File: src/rtl/i2cq_pkg.sv
`timescale 1ns/1ps
package i2cq_pkg;

  typedef struct packed {
    logic       stop;
    logic       rd;
    logic [7:0] data;
  } i2cq_cmd_t;

  localparam int CMD_W = $bits(i2cq_cmd_t);

  typedef enum logic [1:0] {
    BOP_START = 2'd0,
    BOP_STOP  = 2'd1,
    BOP_WR    = 2'd2,
    BOP_RD    = 2'd3
  } bop_e;

  localparam int REG_AW = 3;
  localparam logic [REG_AW-1:0] RA_CTRL   = 3'd0;
  localparam logic [REG_AW-1:0] RA_ENSTAT = 3'd1;
  localparam logic [REG_AW-1:0] RA_TARGET = 3'd2;
  localparam logic [REG_AW-1:0] RA_QUEUE  = 3'd3;
  localparam logic [REG_AW-1:0] RA_STATUS = 3'd4;
  localparam logic [REG_AW-1:0] RA_STOPDT = 3'd5;
  localparam logic [REG_AW-1:0] RA_ABORT  = 3'd6;

endpackage

File: src/rtl/i2cq_fifo.sv
`timescale 1ns/1ps
module i2cq_fifo #(
  parameter int W     = 8,
  parameter int DEPTH = 4
) (
  input  logic         clk,
  input  logic         rst_n,
  input  logic         push,
  input  logic [W-1:0] din,
  input  logic         pop,
  input  logic         flush,
  output logic [W-1:0] dout,
  output logic         empty,
  output logic         full
);
  localparam int AW = (DEPTH > 1) ? $clog2(DEPTH) : 1;
  localparam int CW = $clog2(DEPTH + 1);
  localparam logic [AW-1:0] LAST = AW'(DEPTH - 1);
  localparam logic [CW-1:0] CMAX = CW'(DEPTH);

  logic [W-1:0]  mem [DEPTH];
  logic [AW-1:0] wp, rp, wp_n, rp_n;
  logic [CW-1:0] cnt, cnt_n;
  logic          push_ok, pop_ok;

  assign empty   = (cnt == '0);
  assign full    = (cnt == CMAX);
  assign push_ok = push && !full && !flush;
  assign pop_ok  = pop && !empty && !flush;
  assign dout    = mem[rp];

  always_comb begin
    wp_n  = wp;
    rp_n  = rp;
    cnt_n = cnt;
    if (flush) begin
      wp_n  = '0;
      rp_n  = '0;
      cnt_n = '0;
    end else begin
      if (push_ok) wp_n = (wp == LAST) ? '0 : wp + 1'b1;
      if (pop_ok)  rp_n = (rp == LAST) ? '0 : rp + 1'b1;
      case ({push_ok, pop_ok})
        2'b10:   cnt_n = cnt + 1'b1;
        2'b01:   cnt_n = cnt - 1'b1;
        default: cnt_n = cnt;
      endcase
    end
  end

  always_ff @(posedge clk or negedge rst_n) begin
    if (!rst_n) begin
      wp  <= '0;
      rp  <= '0;
      cnt <= '0;
    end else begin
      wp  <= wp_n;
      rp  <= rp_n;
      cnt <= cnt_n;
    end
  end

  always_ff @(posedge clk) begin
    if (push_ok) mem[wp] <= din;
  end


  fifo_bound_chk: assert property (@(posedge clk) disable iff (!rst_n)
    (cnt <= CMAX));


  fifo_flush_chk: assert property (@(posedge clk) disable iff (!rst_n)
    flush |=> empty);

endmodule

File: src/rtl/i2cq_engine.sv
`timescale 1ns/1ps
module i2cq_engine
  import i2cq_pkg::*;
(
  input  logic      clk,
  input  logic      rst_n,
  input  logic      en_req,
  input  logic [6:0] target,
  input  i2cq_cmd_t head,
  input  logic      tx_empty,
  input  logic      rx_full,
  output logic      tx_pop,
  output logic      tx_flush,
  output logic      rx_push,
  output logic [7:0] rx_byte,
  output logic      en_stat,
  output logic      active,
  output logic      stop_done,
  output logic      abort_set,
  output logic      bit_req,
  output bop_e      bit_op,
  output logic      bit_out,
  input  logic      bit_done,
  input  logic      bit_in
);
  localparam int BIT_W = $clog2(8);

  typedef enum logic [3:0] {
    ST_IDLE, ST_START, ST_ADDR, ST_AACK, ST_NEXT,
    ST_WBIT, ST_WACK, ST_RBIT, ST_RACK, ST_STOP
  } st_e;

  st_e              state, state_n;
  logic [7:0]       sh, sh_n, rxb, rxb_n;
  logic [BIT_W-1:0] cnt, cnt_n;
  logic             dir, dir_n, en_q, en_n;

  assign en_stat = en_q;
  assign active  = (state != ST_IDLE);
  assign rx_byte = rxb;
  assign bit_req = (state != ST_IDLE) && (state != ST_NEXT);
  assign bit_out = (state == ST_RACK) ? head.stop : sh[7];

  always_comb begin
    case (state)
      ST_START:                 bit_op = BOP_START;
      ST_STOP:                  bit_op = BOP_STOP;
      ST_ADDR, ST_WBIT, ST_RACK: bit_op = BOP_WR;
      default:                  bit_op = BOP_RD;
    endcase
  end

  always_comb begin
    state_n   = state;
    sh_n      = sh;
    cnt_n     = cnt;
    dir_n     = dir;
    rxb_n     = rxb;
    en_n      = en_q;
    tx_pop    = 1'b0;
    tx_flush  = 1'b0;
    rx_push   = 1'b0;
    stop_done = 1'b0;
    abort_set = 1'b0;
    case (state)
      ST_IDLE: begin
        en_n = en_req;
        if (en_q && !tx_empty) begin
          state_n = ST_START;
          dir_n   = head.rd;
        end
      end
      ST_START: if (bit_done) begin
        state_n = ST_ADDR;
        sh_n    = {target, dir};
        cnt_n   = '1;
      end
      ST_ADDR, ST_WBIT: if (bit_done) begin
        sh_n = {sh[6:0], 1'b0};
        if (cnt == '0) state_n = (state == ST_ADDR) ? ST_AACK : ST_WACK;
        else           cnt_n   = cnt - 1'b1;
      end
      ST_AACK: if (bit_done) begin
        if (bit_in) begin
          abort_set = 1'b1;
          tx_flush  = 1'b1;
          state_n   = ST_STOP;
        end else begin
          state_n = ST_NEXT;
        end
      end
      ST_NEXT: if (!tx_empty) begin
        if (head.rd != dir) begin
          state_n = ST_START;
          dir_n   = head.rd;
        end else if (head.rd) begin
          if (!rx_full) begin
            state_n = ST_RBIT;
            cnt_n   = '1;
          end
        end else begin
          state_n = ST_WBIT;
          sh_n    = head.data;
          cnt_n   = '1;
        end
      end
      ST_WACK: if (bit_done) begin
        if (bit_in) begin
          abort_set = 1'b1;
          tx_flush  = 1'b1;
          state_n   = ST_STOP;
        end else begin
          tx_pop  = 1'b1;
          state_n = head.stop ? ST_STOP : ST_NEXT;
        end
      end
      ST_RBIT: if (bit_done) begin
        rxb_n = {rxb[6:0], bit_in};
        if (cnt == '0) state_n = ST_RACK;
        else           cnt_n   = cnt - 1'b1;
      end
      ST_RACK: if (bit_done) begin
        rx_push = 1'b1;
        tx_pop  = 1'b1;
        state_n = head.stop ? ST_STOP : ST_NEXT;
      end
      ST_STOP: if (bit_done) begin
        stop_done = 1'b1;
        state_n   = ST_IDLE;
      end
      default: state_n = ST_IDLE;
    endcase
  end

  always_ff @(posedge clk or negedge rst_n) begin
    if (!rst_n) begin
      state <= ST_IDLE;
      sh    <= '0;
      rxb   <= '0;
      cnt   <= '0;
      dir   <= 1'b0;
      en_q  <= 1'b0;
    end else begin
      state <= state_n;
      sh    <= sh_n;
      rxb   <= rxb_n;
      cnt   <= cnt_n;
      dir   <= dir_n;
      en_q  <= en_n;
    end
  end


  en_idle_chk: assert property (@(posedge clk) disable iff (!rst_n)
    !$stable(en_q) |-> $past(state == ST_IDLE));


  op_hold_chk: assert property (@(posedge clk) disable iff (!rst_n)
    (bit_req && !bit_done) |=> (bit_req && $stable(bit_op)));


  stop_after_flag_chk: assert property (@(posedge clk) disable iff (!rst_n)
    (state == ST_STOP && !$stable(state)) |-> ($past(bit_done) && ($past(head.stop) || $past(bit_in))));

endmodule

File: src/rtl/i2cq_master.sv
`timescale 1ns/1ps
module i2cq_master
  import i2cq_pkg::*;
#(
  parameter int TX_DEPTH = 4,
  parameter int RX_DEPTH = 4
) (
  input  logic        clk,
  input  logic        rst_n,
  input  logic        reg_wr,
  input  logic        reg_rd,
  input  logic [2:0]  reg_addr,
  input  logic [31:0] reg_wdata,
  output logic [31:0] reg_rdata,
  output logic        bit_req,
  output logic [1:0]  bit_op,
  output logic        bit_out,
  input  logic        bit_done,
  input  logic        bit_in
);
  logic        ctrl_q, target_we;
  logic [6:0]  target_q;
  logic        stopdet_q, abort_q;
  logic        tx_push, tx_pop, tx_flush, tx_empty, tx_full;
  logic        rx_push, rx_pop, rx_empty, rx_full;
  logic [CMD_W-1:0] tx_dout;
  logic [7:0]  rx_din, rx_dout;
  logic        en_stat, active, stop_done, abort_set;
  bop_e        op_e;
  logic        wr_ctrl, rd_stop, rd_abort;
  logic        unused_wdata;

  assign unused_wdata = ^reg_wdata[31:10];
  assign wr_ctrl   = reg_wr && (reg_addr == RA_CTRL);
  assign target_we = reg_wr && (reg_addr == RA_TARGET) && !en_stat;
  assign tx_push   = reg_wr && (reg_addr == RA_QUEUE);
  assign rx_pop    = reg_rd && (reg_addr == RA_QUEUE);
  assign rd_stop   = reg_rd && (reg_addr == RA_STOPDT);
  assign rd_abort  = reg_rd && (reg_addr == RA_ABORT);
  assign bit_op    = op_e;

  i2cq_fifo #(.W(CMD_W), .DEPTH(TX_DEPTH)) u_txq (
    .clk(clk), .rst_n(rst_n), .push(tx_push), .din(reg_wdata[CMD_W-1:0]),
    .pop(tx_pop), .flush(tx_flush), .dout(tx_dout), .empty(tx_empty), .full(tx_full)
  );

  i2cq_fifo #(.W(8), .DEPTH(RX_DEPTH)) u_rxq (
    .clk(clk), .rst_n(rst_n), .push(rx_push), .din(rx_din),
    .pop(rx_pop), .flush(1'b0), .dout(rx_dout), .empty(rx_empty), .full(rx_full)
  );

  i2cq_engine u_eng (
    .clk(clk), .rst_n(rst_n), .en_req(ctrl_q), .target(target_q),
    .head(i2cq_cmd_t'(tx_dout)), .tx_empty(tx_empty), .rx_full(rx_full),
    .tx_pop(tx_pop), .tx_flush(tx_flush), .rx_push(rx_push), .rx_byte(rx_din),
    .en_stat(en_stat), .active(active), .stop_done(stop_done), .abort_set(abort_set),
    .bit_req(bit_req), .bit_op(op_e), .bit_out(bit_out),
    .bit_done(bit_done), .bit_in(bit_in)
  );

  always_ff @(posedge clk or negedge rst_n) begin
    if (!rst_n) begin
      ctrl_q    <= 1'b0;
      target_q  <= '0;
      stopdet_q <= 1'b0;
      abort_q   <= 1'b0;
    end else begin
      if (wr_ctrl)   ctrl_q   <= reg_wdata[0];
      if (target_we) target_q <= reg_wdata[6:0];
      if (stop_done)    stopdet_q <= 1'b1;
      else if (rd_stop) stopdet_q <= 1'b0;
      if (abort_set)     abort_q <= 1'b1;
      else if (rd_abort) abort_q <= 1'b0;
    end
  end

  always_comb begin
    reg_rdata = '0;
    case (reg_addr)
      RA_CTRL:   reg_rdata[0]   = ctrl_q;
      RA_ENSTAT: reg_rdata[0]   = en_stat;
      RA_TARGET: reg_rdata[6:0] = target_q;
      RA_QUEUE:  reg_rdata[7:0] = rx_dout;
      RA_STATUS: reg_rdata[4:0] = {abort_q, !rx_empty, tx_empty, !tx_full, active};
      RA_STOPDT: reg_rdata[0]   = stopdet_q;
      RA_ABORT:  reg_rdata[0]   = abort_q;
      default:   reg_rdata      = '0;
    endcase
  end


  target_lock_chk: assert property (@(posedge clk) disable iff (!rst_n)
    !$stable(target_q) |-> !$past(en_stat));


  stopdet_src_chk: assert property (@(posedge clk) disable iff (!rst_n)
    $rose(stopdet_q) |-> $past(bit_done && op_e == BOP_STOP));


  abort_flush_chk: assert property (@(posedge clk) disable iff (!rst_n)
    $rose(abort_q) |-> tx_empty);

endmodule

File: config.mk
export PLATFORM = sky130hd
export DESIGN_NAME = i2cq_master
export DESIGN_NICKNAME = d
export VERILOG_FILES = /design/src/rtl/i2cq_pkg.sv /design/src/rtl/i2cq_fifo.sv /design/src/rtl/i2cq_engine.sv /design/src/rtl/i2cq_master.sv
export SDC_FILE = /design/constraint.sdc
export NUM_CORES = 1
export LEC_CHECK = 0
export CAP_MARGIN = 20
export CELL_PAD_IN_SITES_DETAIL_PLACEMENT = 0
export CELL_PAD_IN_SITES_GLOBAL_PLACEMENT = 1
export CORE_ASPECT_RATIO = 0.8
export CORE_MARGIN = 2
export CORE_UTILIZATION = 45
export CTS_BUF_LIST = sky130_fd_sc_hd__clkbuf_4
export CTS_CLUSTER_SIZE = 12
export DETAILED_ROUTE_END_ITERATION = 12
export MAX_ROUTING_LAYER = met4
export PLACE_DENSITY_LB_ADDON = 0.12
export SLEW_MARGIN = 20
export SYNTH_ARGS = -nofsm -noshare
export SYNTH_HDL_FRONTEND = slang
export SYNTH_SLANG_ARGS = --single-unit
File: constraint.sdc
create_clock -name clk -period 2.6 [get_ports clk]
set_input_delay 0.52 -clock clk [delete_from_list [all_inputs] [get_ports clk]]
set_output_delay 0.52 -clock clk [all_outputs]
set_load 0.02 [all_outputs]
# Word level (Yosys, flattened, before mapping)
# Memory sizes are Yosys's and may differ from the RTL's.
# Index checks and enable logic that the tools add are counted.
[totals]
reg_bits = 49
ramBits = 72
in_bits = 41
elab_cells = 188
n_memories = 2
[classes]
addsub = 9
eq_ne = 45
n_mux = 71
reduce_logical = 45
[memory_table]
columns = ["name", "depth", "width", "rd", "rd_ports_with_merged_regs", "write_ports", "line", "text"]
rows = [
  ["u_txq.mem", 4, 10, 1, 0, 1, "i2cq_fifo.sv:21", "logic [W-1:0] mem [DEPTH];"],
  ["u_rxq.mem", 4, 8, 1, 0, 1, "i2cq_fifo.sv:21", ""],
]
[op_table]
columns = ["cell", "count"]
rows = [
  ["$mux W4", 17],
  ["$mux W8", 5],
  ["$pmux W4 S9", 1],
  ["$mux W3", 9],
  ["$pmux W8 S3", 1],
  ["$ne A2 B2 Y1 const B", 11],
  ["$mux W1", 21],
  ["$eq A4 B3 Y1 const B", 4],
  ["$mux W2", 8],
  ["$eq A3 B3 Y1 const B", 5],
  ["$logic_and A1 B1 Y1", 15],
  ["$eq A2 B2 Y1 const B", 6],
  ["$logic_not A3 Y1", 4],
  ["$pmux W3 S2", 2],
  ["$pmux W4 S3", 1],
  ["$reduce_and A12 Y1", 1],
  ["$reduce_bool A2 Y1", 6],
  ["$ne A2 B1 Y1 const B", 5],
  ["$pmux W3 S3", 1],
  ["$reduce_bool A3 Y1", 3],
  ["$sub A3 B1 Y3 const B", 3],
  ["$add A2 B1 Y2 const B", 4],
  ["$eq A4 B2 Y1 const B", 2],
  ["$eq A4 B4 Y1 const B", 2],
  ["22 further kinds", 33],
]

# Logic depth before layout (Yosys ltp)
# Gate-level depths: netlist (run 1).
[depth]
word_depth = 8
depth_mapped = 12

# Hierarchy
# Synthesis (run 1) repeated with hierarchy kept, for this count alone.
[unflattened]
hier_cells = 479
hier_area_um2 = 6208.5
[by_module_without_submodules]
columns = ["module", "instances", "cells_each", "area_per_inst_um2", "seq_area_each_um2"]
rows = [
  ["i2cq_fifo (u_txq)", 1, 116, 2013.2, 1376.3],
  ["i2cq_fifo (u_rxq)", 1, 109, 1785.5, 1136.1],
  ["i2cq_engine", 1, 168, 1592.8, 625.6],
  ["i2cq_master", 1, 86, 817.0, 250.2],
]

# Least setup slack after synthesis (run 1)
# No wires, ideal clock.
[synth_path]
kind = "reg2out"
startpoint = "reg u_rxq.rp[0]"
endpoint = "out reg_rdata[0]"
arrival_ps = 1877
slack_ps = 203
path_stages_with_launch = 5
path_cell_list = "dfrtp_1 > buf_2 > mux4_2 > mux4_2 > mux2_2"
[synth_via]
elab_chain_len = 2
[synth_rtl]
columns = ["item", "line", "text"]
rows = [
  ["start: declaration", "i2cq_fifo.sv:22", "logic [AW-1:0] wp, rp, wp_n, rp_n;"],
  ["start signal: assignment", "i2cq_fifo.sv:58", "rp <= rp_n;"],
  ["$mem_v2 Z4 W8", "-", ""],
  ["$pmux W1 S7", "i2cq_master.sv:79", "case (reg_addr)"],
  ["end: declaration", "i2cq_master.sv:14", "output logic [31:0] reg_rdata,"],
]
# No other way between the ends.

# Worst setup path in the final report (run 1)
# Ends and elaborated chain as after synthesis.

==> flow_metrics.env, run 1 <==
export IMPL_slew_viol_final=0
export IMPL_grtUsageTotal_pct=20.0
export IMPL_worstSetupStartpointType="flop"
export IMPL_die_x_um=132
export IMPL_rsz0062_at_grt="yes"
export IMPL_outcome="finished with violations"
export IMPL_antenna_found_initial=0
export IMPL_die_area_um2=14000
export IMPL_cap_violations=0
export IMPL_tns_ns=-0.454
export IMPL_grt_pass1_wl_um=20300
export IMPL_synth_area_leaders="edfxtp_1, dfrtp_1, mux4_2"
export IMPL_synth_top_flop_cell="edfxtp_1"
export IMPL_avgSynthCellArea_um2=13.8
export IMPL_vias_per_cell=5.26
export IMPL_drive_gt1_share_pct=30.3
export IMPL_cts_root_buffer="clkbuf_4"
export IMPL_cts_tree="yes"
export IMPL_drcViolationCount=0
export IMPL_cts_inserted_buffers=17
export IMPL_fmaxAchievable_ghz=0.355
export IMPL_slew_headroom_pct=50.2
export IMPL_synth_common_cells="edfxtp_1, dfrtp_1, mux2_2"
export IMPL_wire_per_inst_um=18.1
export IMPL_worst_slew_pin_slew_ns=0.741
export IMPL_crit_start="u_rxq.rp[0]$_DFFE_PN0P_"
export IMPL_fin_crit_sh_pct=108
export IMPL_ir_drop_uv=463
export IMPL_clockBufferDepth=2
export IMPL_power_w=0.00670
export IMPL_power_switching_w=0.00239
export IMPL_async_flop_share_pct=40.5
export IMPL_rows=37
export IMPL_clk_latency_ns=0.53
export IMPL_setup_ws_ns=-0.219
export IMPL_ys_types=66
export IMPL_initial_core_util_pct=46.0
export IMPL_cp_data_arrival_time_ns=2.30
export IMPL_clk_pin_slew_ns=0.12
export IMPL_fin_crit_ns=2.82
export IMPL_cts_sinks=121
export IMPL_finish_utilization_pct=55.1
export IMPL_yosysTopAreaCell="edfxtp_1"
export IMPL_cp_max_fo=2
export IMPL_finalHoldViolations=0
export IMPL_r2r_start="u_txq.rp[0]$_DFFE_PN0P_"
export IMPL_dp_hpwl_um=8880
export IMPL_setup_viol=6
export IMPL_synth_top_area_share_pct=36.8
export IMPL_seq_area_frac_synth_pct=57.7
export IMPL_synthToLayoutAreaGrowth_pct=19.8
export IMPL_grt_max_degree=21
export IMPL_fin_nets=568
export IMPL_firstDrtPassIters=4
export IMPL_vias=3678
export IMPL_end_kind="output port"
export IMPL_htree_num_levels=4
export IMPL_intPower_w=0.00431
export IMPL_synth_edf_count=72
export IMPL_grt_pass1_vias=3624
export IMPL_pwr_share_comb_pct=40.1
export IMPL_routed_wl_um=12600
export IMPL_p_sw_share_pct=35.6
export IMPL_fin_skew_ns=0.0174
export IMPL_antenna_cells=0
export IMPL_path_class="reg -> out"
export IMPL_first_iter_violations=284
export IMPL_syn_inst=425
export IMPL_pwr_share_clk_pct=20.0
export IMPL_fillers=1081
export IMPL_violations="setup timing"
export IMPL_ioPinCount=77
export IMPL_synth_most_common_cell="edfxtp_1"
export IMPL_synth_seq_cells=121
export IMPL_ant_nets=0
export IMPL_netlist_area_um2=5870
export IMPL_gp_routability_congestion=0.880
export IMPL_hp_class="in -> async"
export IMPL_portBuffers=30
export IMPL_ys_warn_count=0
export IMPL_power_leakage_nw=2.88
export IMPL_die_y_um=106
export IMPL_crit_required_ns=2.08
export IMPL_overflow=0
export IMPL_sequentialPowerShare_pct=39.9
export IMPL_coreArea_um2=12800
export IMPL_hold_slack_ns=0.465
export IMPL_power_per_cell_area_nw_per_um2=953
[metal layers]
layer / wire length [um] / vias to the layer above / share of wire [%] / GRT usage, %
li1: - / 1724 / - / -
met1: 6120 / 1847 / 48 / 27.3
met2: 5850 / 93 / 46 / 29.0
met3: 506 / 14 / 4.0 / 5.82
met4: 151 / 0 / 1.2 / 6.21
met5: 0 / - / 0 / -
[cell type report]
type                            instances  area, um2  share of cell area (%)
Sequential cell                       121       3390                    48.2
Inverter                               23       86.3                    1.23
Multi-Input combinational cell        262       2270                    32.2
Timing Repair Buffer                   86        788                    11.2
Clock inverter                         14        150                    2.13
Tap cell                              175        219                    3.11
Clock buffer                           18        135                    1.92
[worst max-delay path, stage by stage, from the launching register on]
cell and delay, ns:
dfrtp_1 0.38, mux4_2 0.49, mux4_2 0.48, mux2_4 0.29, buf_6 0.13
[through the flow]
step                setup slack (ns)  instance area [um2]  cells
floorplan                      0.203                 5960    448
global placement              -0.493                 6600    655
detailed placement            -0.517                 6600    655
CTS                           -0.255                 6970    695
global route                  -0.338                 7040    699
finish                        -0.219                 7040    699
[power groups by stage]
stage	Combinational [W]	Sequential, W	Clock (W)
after detailed placement	0.00250	0.00269	0
final	0.00269	0.00267	0.00134
after global placement	0.00247	0.00268	0
after CTS	0.00262	0.00266	0.00137
after global routing	0.00294	0.00271	0.00147
after floorplan	0.00174	0.00259	0
[logic make-up (layout without fill, tap and decap cells)]
logic type               after synthesis  after routing  synth area share, %
flip-flops                           121            121                 57.7
AND/OR/NAND/NOR                       98             98                 9.84
buffers and inverters                 65            141                 5.86
multiplexers                          63             63                 15.4
AO/OA/AOI/OAI                         56             56                 6.69
adder cells (fa/ha/maj)               16             16                 3.67
XOR/XNOR                               5              5                0.746
other                                  1             24               0.0639
[placed cells by master, fill, tap and decap left out, drive strengths merged, types with 10 or more instances in the layout]
| master | instances |
|---|---|
| clkbuf | 20 |
| ha | 14 |
| inv | 25 |
| o21ai | 16 |
| clkdlybuf4s50 | 17 |
| dfrtp | 49 |
| buf | 64 |
| conb | 24 |
| edfxtp | 72 |
| a21oi | 10 |
| nand2 | 16 |
| nor3 | 12 |
| mux2 | 30 |
| nor2 | 18 |
| mux4 | 19 |
| mux2i | 14 |
[final timing paths]
| kind | end | slack (ns) | cells past startpoint |
|---|---|---|---|
| min reg2reg | stopdet_q$_DFFE_PN0P_ | 0.52 | 1 |
| min in group clk | stopdet_q$_DFFE_PN0P_ | 0.52 | 1 |
| max | reg_rdata[0] | -0.22 | 4 |
| max in group asynchronous | target_q[6]$_DFFE_PN0P_ | 1.48 | 3 |
| max reg2reg | u_eng.state[2]$_DFFE_PN0P_ | 0.18 | 7 |
| min | u_txq.cnt[1]$_DFFE_PN0P_ | 0.46 | 2 |
[registers in the layout, summed over array words and instances, names as in the netlist]
signal         cells
abort_q            1
ctrl_q             1
stopdet_q          1
target_q           7
u_eng.cnt          3
u_eng.dir          1
u_eng.en_stat      1
u_eng.rx_byte      8
u_eng.sh           8
u_eng.state        4
u_rxq.cnt          3
u_rxq.mem         32
u_rxq.rp           2
u_rxq.wp           2
u_txq.cnt          3
u_txq.mem         40
u_txq.rp           2
u_txq.wp           2
[what timing repair did]
action / 4_1_cts / 5_1_grt
buffers inserted: 7 / 4
gates cloned: 0 / 1
hold endpoints to repair: 17 / 0
pin swaps: 3 / 1
setup endpoints to repair: 12 / 11
hold buffers: 1 / 0
resized for setup: 55 / 12
(Power assumes the default switching activity.)
==> run 2, diff against run 1 <==
REMOVE_ABC_BUFFERS = 1   (was unset)
==> run 2 against run 1 <==
Routed wire length fell by 0.56%. Cell area fell by 0.50%. Clock-buffer cell count did not move. Via count fell by 0.54%. Global-route usage rose by 0.21 points. The run still ends with setup timing left. Largest power group is now registers. Highest routed layer unchanged. Non-clock buffer count fell by 6.
==> flow_metrics.env, run 2 (synthesis gave the netlist of run 1 again) <==
export IMPL_reg2reg_depth=7
export IMPL_finish_utilization_pct=54.8
export IMPL_overflow=0
export IMPL_routed_wl_um=12600
export IMPL_rrSetupSlack_ns=0.21
export IMPL_die_x_um=132
export IMPL_power_leakage_nw=2.86
export IMPL_top_regs="u_txq.mem x40, u_rxq.mem x32"
export IMPL_fin_crit_sh_pct=110
export IMPL_grt_pass1_vias=3758
export IMPL_ant_nets=0
export IMPL_reg2reg_to="u_eng.sh[2]$_DFFE_PN0P_"
export IMPL_regMostFlops="u_txq.mem"
export IMPL_antenna_found_initial=0
export IMPL_dp_hpwl_um=9090
export IMPL_postPlaceCellArea_um2=6620
export IMPL_fin_cells=693
export IMPL_final_common_cell="edfxtp_1"
export IMPL_antenna_cells=0
export IMPL_worstSetupStartpointType="flop"
export IMPL_power_per_cell_area_nw_per_um2=957
export IMPL_path_class="reg -> out"
export IMPL_die_y_um=106
export IMPL_coreArea_um2=12800
export IMPL_clk_pin_slew_ns=0.13
export IMPL_end_kind="output port"
export IMPL_outcome="finished with violations"
export IMPL_vias_per_cell=5.28
export IMPL_crit_required_ns=2.08
export IMPL_fmaxAchievable_ghz=0.348
export IMPL_cts_sinks=121
export IMPL_portBuffers=30
export IMPL_hp_class="in -> async"
export IMPL_cts_tree="yes"
export IMPL_hold_slack_ns=0.474
export IMPL_wire_per_inst_um=18.1
export IMPL_cp_max_fo=2
export IMPL_cts_inserted_buffers=17
export IMPL_htree_num_levels=4
export IMPL_setup_ws_ns=-0.273
export IMPL_ioPinCount=77
export IMPL_slew_viol_final=0
export IMPL_firstDrtPassIters=4
export IMPL_dp_slack_ns=-0.416
export IMPL_finalHoldViolations=0
export IMPL_die_area_um2=14000
export IMPL_rows=37
export IMPL_final_cell_mix="edfxtp_1, dfrtp_1, buf_4"
export IMPL_fin_crit_ns=2.87
export IMPL_fin_skew_ns=0.0172
export IMPL_violations="setup timing"
export IMPL_ir_drop_uv=382
export IMPL_fin_nets=562
export IMPL_initial_core_util_pct=46.0
export IMPL_setup_viol=8
export IMPL_drcViolationCount=0
export IMPL_gp_routability_congestion=0.853
export IMPL_clk_latency_ns=0.52
export IMPL_synthToLayoutAreaGrowth_pct=19.2
export IMPL_grtUsageTotal_pct=20.2
export IMPL_r2r_start="u_txq.rp[0]$_DFFE_PN0P_"
export IMPL_cap_violations=0
export IMPL_drive_gt1_share_pct=28.6
export IMPL_grt_max_degree=24
export IMPL_dp_cells=657
export IMPL_largest_register_ffs=40
export IMPL_final_cell_area_um2=7000
export IMPL_clockBufferDepth=2
export IMPL_cts_root_buffer="clkbuf_4"
export IMPL_grt_pass1_wl_um=20700
export IMPL_slew_headroom_pct=54.6
export IMPL_cp_data_arrival_time_ns=2.35
export IMPL_rsz0062_at_grt="yes"
export IMPL_worst_slew_pin_slew_ns=0.676
export IMPL_vias=3658
export IMPL_first_iter_violations=269
-- run 2: cell count changes in the layout (fill, tap and decap cells not counted), sizes merged --
cell and change:
buf -12, inv +4, bufinv +1, clkbuf -1, dlygate4sd2 +6, clkdlybuf4s15 +1, clkinv -5
-- run 2: how the worst max path moves through the flow --
stage / startpoint / endpoint / slack (ns) / cells past startpoint
after floorplan: u_txq.rp[0]$_DFFE_PN0P_ / u_eng.sh[0]$_DFFE_PN0P_ / 0.06 / 5
after global placement: reg_addr[0] / reg_rdata[1] / -0.43 / 5
after detailed placement: reg_addr[0] / reg_rdata[1] / -0.42 / 5
after CTS: u_rxq.rp[0]$_DFFE_PN0P_ / reg_rdata[0] / -0.32 / 4
after global routing: u_rxq.rp[0]$_DFFE_PN0P_ / reg_rdata[0] / -0.36 / 4
final: u_rxq.rp[0]$_DFFE_PN0P_ / reg_rdata[0] / -0.27 / 4
-- run 2: cell type report --
type | count | area, um2
Fill cell | 1091 | 5780
Sequential cell | 121 | 3390
Multi-Input combinational cell | 262 | 2260
Timing Repair Buffer | 80 | 726
Tap cell | 175 | 219
Clock inverter | 14 | 185
Clock buffer | 18 | 135
Inverter | 23 | 86.3
-- run 2: what timing repair did --
item                       CTS  global route
setup buffers                2             1
pin swaps                    0             1
hold buffers                 1             0
gates resized for setup     27             7
setup endpoints to repair   12            11
hold endpoints to repair    17             0
-- run 2: per-layer routing --
layer	routed length (um)	vias to the layer above	track usage [%]
met5	0	-	-
met4	148	0	7.14
met3	509	11	3.81
met2	5770	76	29.9
met1	6140	1858	28.1
li1	-	1713	-
-- run 2: per-stage QoR --
step	power, W	TNS (ns)
after floorplan	0.00424	0
after global placement	0.00518	-3.54
after detailed placement	0.00523	-3.68
after CTS	0.00677	-1.64
after global routing	0.00714	-2.17
final	0.00670	-1.07
-- run 2: where the power goes --
group          internal [W]  leakage (nW)  total, W  switching (W)
clock              0.000704         0.170   0.00150       0.000796
combinational       0.00124          1.43   0.00256        0.00132
sequential          0.00236          1.26   0.00264       0.000280
total               0.00430          2.86   0.00670        0.00239
-- run 2: worst max-delay path, stage by stage, from the launching register on --
cell     delay [ns]
dfrtp_1        0.40
mux4_2         0.54
mux4_2         0.48
mux2_4         0.30
buf_6          0.13
